### config.mk
export PLATFORM = sky130hd
export DESIGN_NAME = frame_pwm_mod
export DESIGN_NICKNAME = d
export VERILOG_FILES = /design/src/rtl/sdpwm_pkg.sv /design/src/rtl/frame_timer.sv /design/src/rtl/duty_clamp.sv /design/src/rtl/pulse_counter.sv /design/src/rtl/frame_pwm_mod.sv
export SDC_FILE = /design/constraint.sdc
export NUM_CORES = 1
export LEC_CHECK = 0
export ABC_AREA = 0
export BUFFER_PORTS_ARGS = -buffer_cell sky130_fd_sc_hd__clkbuf_2
export CORE_AREA = 2 2 45 47
export DETAILED_ROUTE_END_ITERATION = 12
export DIE_AREA = 0 0 47 49
export PLACE_DENSITY = 0.73
export SYNTH_ARGS = -nofsm -noshare
export SYNTH_HDL_FRONTEND = slang
export SYNTH_SLANG_ARGS = --single-unit
### constraint.sdc
create_clock -name clk -period 2.45 [get_ports clk]
set_clock_uncertainty 0.1 [all_clocks]
set_input_delay 0.1225 -clock clk [delete_from_list [all_inputs] [get_ports clk]]
set_output_delay 0.1225 -clock clk [all_outputs]
set_load 0.03 [all_outputs]
### src/rtl/sdpwm_pkg.sv
// Package: helpers shared by the modulator and its checker.
// Assumes values fit in 32 bits and that lo <= hi.
package sdpwm_pkg;

    // Limit a value to the closed range [lo, hi].
    function automatic int unsigned clip_to(input int unsigned v,
                                            input int unsigned lo,
                                            input int unsigned hi);
        if (v < lo)
            return lo;
        else if (v > hi)
            return hi;
        else
            return v;
    endfunction

endpackage

### src/rtl/frame_timer.sv
// Frame timer: counts 0 .. FRAME_LEN-1 and raises last_o in the final
// cycle of every frame.
// Assumes FRAME_LEN >= 2. Reset is synchronous and active low; it restarts at 0.
module frame_timer #(
    parameter int unsigned FRAME_LEN = 200
) (
    input  logic clk,
    input  logic rst_n,
    output logic last_o
);
    localparam int unsigned TW = (FRAME_LEN > 1) ? $clog2(FRAME_LEN) : 1;
    localparam logic [TW-1:0] LAST = TW'(FRAME_LEN - 1);

    logic [TW-1:0] tick_q;

    // Advance the position within the frame and wrap after the last cycle.
    always_ff @(posedge clk) begin
        if (!rst_n)
            tick_q <= '0;
        else if (tick_q == LAST)
            tick_q <= '0;
        else
            tick_q <= tick_q + 1'b1;
    end

    assign last_o = (tick_q == LAST);
endmodule

### src/rtl/duty_clamp.sv
// Duty clamp: pulls a raw sample into [DUTY_MIN, DUTY_MAX].
// Purely combinational. Assumes DUTY_MAX fits in SAMPLE_W bits.
module duty_clamp
    import sdpwm_pkg::*;
#(
    parameter int unsigned SAMPLE_W = 8,
    parameter int unsigned DUTY_MIN = 4,
    parameter int unsigned DUTY_MAX = 196
) (
    input  logic [SAMPLE_W-1:0] raw_i,
    output logic [SAMPLE_W-1:0] lim_o
);
    // Limit the sample to the permitted duty window.
    always_comb begin
        lim_o = SAMPLE_W'(clip_to(int'(raw_i), DUTY_MIN, DUTY_MAX));
    end
endmodule

### src/rtl/pulse_counter.sv
// Pulse counter: on load_i, takes a count N and raises the output.
// The count drops by one each cycle, and the output falls once N cycles
// have passed. Assumes a new load never arrives while the count is
// still running, unless N is the full frame length.
module pulse_counter #(
    parameter int unsigned CNT_W = 8
) (
    input  logic             clk,
    input  logic             rst_n,
    input  logic             load_i,
    input  logic [CNT_W-1:0] value_i,
    output logic             pwm_o
);
    logic [CNT_W-1:0] left_q;
    logic             pwm_q;

    // Load on frame start, then count down and drop the output at the last high cycle.
    always_ff @(posedge clk) begin
        if (!rst_n) begin
            left_q <= '0;
            pwm_q  <= 1'b0;
        end else if (load_i) begin
            left_q <= value_i;
            pwm_q  <= (value_i != '0);
        end else if (left_q != '0) begin
            left_q <= left_q - 1'b1;
            if (left_q == CNT_W'(1))
                pwm_q <= 1'b0;
        end
    end

    assign pwm_o = pwm_q;
endmodule

### src/rtl/frame_pwm_mod.sv
// Top: sample-loaded down-counter PWM modulator.
// One sample is taken per FRAME_LEN-cycle frame, at the edge that ends the
// sample_req_o cycle. It is clamped to the duty window, and its value sets
// the number of high cycles.
// Assumes 1 <= DUTY_MIN <= DUTY_MAX <= FRAME_LEN and 2**SAMPLE_W > DUTY_MAX.
module frame_pwm_mod #(
    parameter int unsigned SAMPLE_W  = 8,
    parameter int unsigned FRAME_LEN = 200,
    parameter int unsigned DUTY_MIN  = 4,
    parameter int unsigned DUTY_MAX  = 196
) (
    input  logic                clk,
    input  logic                rst_n,
    input  logic [SAMPLE_W-1:0] sample_i,
    output logic                sample_req_o,
    output logic                pwm_o
);
    logic                frame_last;
    logic [SAMPLE_W-1:0] duty_lim;

    frame_timer #(.FRAME_LEN(FRAME_LEN)) u_timer (
        .clk    (clk),
        .rst_n  (rst_n),
        .last_o (frame_last)
    );

    duty_clamp #(
        .SAMPLE_W (SAMPLE_W),
        .DUTY_MIN (DUTY_MIN),
        .DUTY_MAX (DUTY_MAX)
    ) u_clamp (
        .raw_i (sample_i),
        .lim_o (duty_lim)
    );

    pulse_counter #(.CNT_W(SAMPLE_W)) u_count (
        .clk     (clk),
        .rst_n   (rst_n),
        .load_i  (frame_last),
        .value_i (duty_lim),
        .pwm_o   (pwm_o)
    );

    assign sample_req_o = frame_last;
endmodule

==> reports/results.tsv <==
stage	metric	value	unit
critical_path	slowest CP cell	or4_1	
cells_and_area	layout cells sized above 1	23.9	%
sta	worst hold slack	0.0136	ns
cells_and_area	antenna cells	0	
route	Post-Route WL	1.83	mm
route	Max Used Layer	met4	
logic_synthesis	EDFF count, synth	0	
cells_and_area	Layout fillers	169	
logic_synthesis	cell taking the most area after synthesis	dfxtp_1	
route	metal2 WL	858	um
placement	gpl congestion	0.893	
run	total of max-cap violations	0	
die	Core Area	1840	um2
logic_synthesis	ys async rst share	0	%
logic_synthesis	syn_nets	113	
critical_path	arrival time worst endpoint	2.04	ns
sta	final worst-path cycle share	92.5	%
cells_and_area	non-filler cells, final	144	
route	starting DRC count in detailed routing	22	
die	die height	49	um
clock_network	H-tree levels	1	
clock_network	Clock Sinks	17	
sta	Least-Margin Pin Slew	0.406	ns
die	num ports	12	
cells_and_area	Area Overhead vs Synth	13.2	%
power_and_ir_drop	Leakage	0.448	nW
clock_network	CTS resizes	0	
outcome	status	completed	
sta	Setup violations, final	0	
clock_network	Worst-path clk slew	0.10	ns
logic_synthesis	Synth Flop Type	dfxtp_1	
critical_path	FF-to-FF path depth	6	
clock_network	Clock Latency Late Sink	0.29	ns
die	Die X	47	um
critical_path	maximum fanout along the worst path	12	
cells_and_area	multi-input gate area in the final layout	551	um2
placement	IO buf count	11	
logic_synthesis	mean post-synth cell area	9.50	um2
critical_path	worst r2r dst	u_count.left_q[2]	
route	Antenna Nets Post-Route	0	
route	Metal-1 WL	890	um
power_and_ir_drop	power per cell area	854	nW/um2
cells_and_area	Reg area	340	um2
critical_path	r2r startpoint	u_timer.tick_q[0]	
placement	Post-Place Worst Slack	0.408	ns
logic_synthesis	Mapped Cells	100	
clock_network	Num CTS Buffers	3	
sta	final setup TNS	0	ns
clock_network	CTS root buf	clkbuf_4	
logic_synthesis	Yosys warnings	0	
global_routing	antenna violations before repair	0	
logic_synthesis	Yosys top cell area share	35.8	%
die	total die area	2300	um2
sta	Max transition margin	72.7	%
route	routed vias	790	
global_routing	first-pass GRT wire length	3.07	mm
critical_path	CP Launch Type	flop	
power_and_ir_drop	worst vdd ir	0.000768	V
route	WL met3	63	um
global_routing	GRT Residual Overflow	0	
global_routing	largest net degree at the start of global routing	16	
hold_path	Hold Path Stages	2	
cells_and_area	# nets final	131	
hold_path	WHS Endpoint	u_count.left_q[6]	
sta	RSZ-0062 raised after global routing	no	
hold_path	HP Class	input port to flop	
route	DRC Markers	0	
clock_network	TritonCTS clock tree	built	
sta	Fin. Hold Viols	0	
placement	Detailed Place HPWL	1.36	mm
cells_and_area	fin util	58.4	%
sta	Slew Viols, Final	0	
cells_and_area	commonest non-fill, non-tap cell in the layout	dfxtp_1	
critical_path	flop2flop setup slack	0.40	ns
sta	Max Clk Rate	441	MHz
critical_path	Critical Path Source	u_timer.tick_q[0]	
placement	placed cells	136	
logic_synthesis	synthesized cell area	950	um2
critical_path	Required @ worst endpoint	2.23	ns
route	Via density	5.49	
route	drt wl/cell	12.7	um
route	Pre-Repair DR Iteration Count	4	
cells_and_area	most frequent cells in the layout	17 x dfxtp_1, 11 x nand3_1, 11 x clkbuf_2, 7 x nor2_1	
logic_synthesis	Netlist cell types	39	
logic_synthesis	post-synthesis sequential area ratio	35.8	%
logic_synthesis	leading post-synthesis cells by cell area	dfxtp_1 36%, nand3_1 5.8%, xnor2_1 4.6%, ha_1 4.0%, xor2_1 3.7%	
die	num rows	16	
critical_path	Max stage delay on crit path	0.64	ns
critical_path	CP endpoint kind	output pin	
clock_network	Max Root-Sink Buffers	2	
critical_path	CP Class	flop to output pin	
sta	Final min period	2.27	ns
global_routing	GRT Util Overall	17.9	%
logic_synthesis	#FFs+latches synth	17	
die	Initial Util	51.6	%
sta	Setup WS post-layout	0.183	ns
hold_path	Hold Startpoint	sample_i[6]	
global_routing	vias in the first global route	745	
critical_path	crit-path cells	ha_1, nand4_1, or4_1, inv_6, clkbuf_2	
==> routing by layer <==
layer,global-route usage (%),vias to the layer above
met5,0,-
met4,6.94,0
met3,2.22,2
met2,29.0,16
met1,23.3,365
li1,-,407
==> worst max-delay path: cells and delay by family (launching register included) <==
family / cells / cell delay [ns]
flip-flops: 1 / 0.36
buffers and inverters: 2 / 0.42
adder cells (fa/ha/maj): 1 / 0.23
AND/OR/NAND/NOR: 2 / 0.75
==> kinds of logic after synthesis <==
kind of cell,synth area share (%)
AND/OR/NAND/NOR,28.9
buffers and inverters,6.19
adder cells (fa/ha/maj),3.95
AO/OA/AOI/OAI,16.9
XOR/XNOR,8.30
flip-flops,35.8
==> cell type report <==
| class | instances | area share, % |
|---|---|---|
| tap | 27 | 3.14 |
| multi-input combinational | 76 | 51.2 |
| clock inverter | 1 | 0.466 |
| sequential | 17 | 31.7 |
| timing repair buffer | 16 | 9.55 |
| inverter | 4 | 1.86 |
| clock buffer | 3 | 2.10 |
==> what timing repair did <==
action,CTS,global route
hold endpoints to repair,4,0
hold buffers,4,0
buffers inserted,0,0
==> how the worst max path moves through the flow <==
stage	depth (start not counted)	slack, ns	end
final	5	0.18	sample_req_o
after global routing	5	0.07	sample_req_o
after CTS	5	0.18	sample_req_o
after detailed placement	6	0.41	u_count.left_q[2]
after global placement	6	0.48	u_count.left_q[2]
after floorplan	8	0.70	u_count.left_q[3]
==> flip-flops by register name (all words and copies together) (netlist names) <==
name	count
u_count.pwm_o	1
u_count.left_q	8
u_timer.tick_q	8
==> metrics by stage <==
step                total power, W  instance area [um2]
floorplan                 0.000691                  950
global placement          0.000768                 1010
detailed placement        0.000774                 1010
CTS                       0.000927                 1070
global route              0.000994                 1070
finish                    0.000918                 1070
==> synth_stat cells (2+ instances only) <==
master and instances:
nor3b_1 3, nor3_1 2, xor2_1 4, a21boi_2 2
inv_1 3, nand2_1 5, o31ai_1 2, ha_1 3
a21oi_1 2, xnor2_1 5, or4_1 3, and2_1 3
o21ai_0 2, and3_2 2, nor4_2 2, nand4_1 2
dfxtp_1 17, nor2_1 7, nand3_1 11
==> where the power goes <==
part | total [W] | leakage [nW] | internal (W) | switching, W
sequential | 0.000393 | 0.139 | 0.000327 | 0.0000658
combinational | 0.000379 | 0.292 | 0.000188 | 0.000191
clock | 0.000145 | 0.0177 | 0.0000606 | 0.0000849
Note: power is estimated with default switching activity, not from simulation.
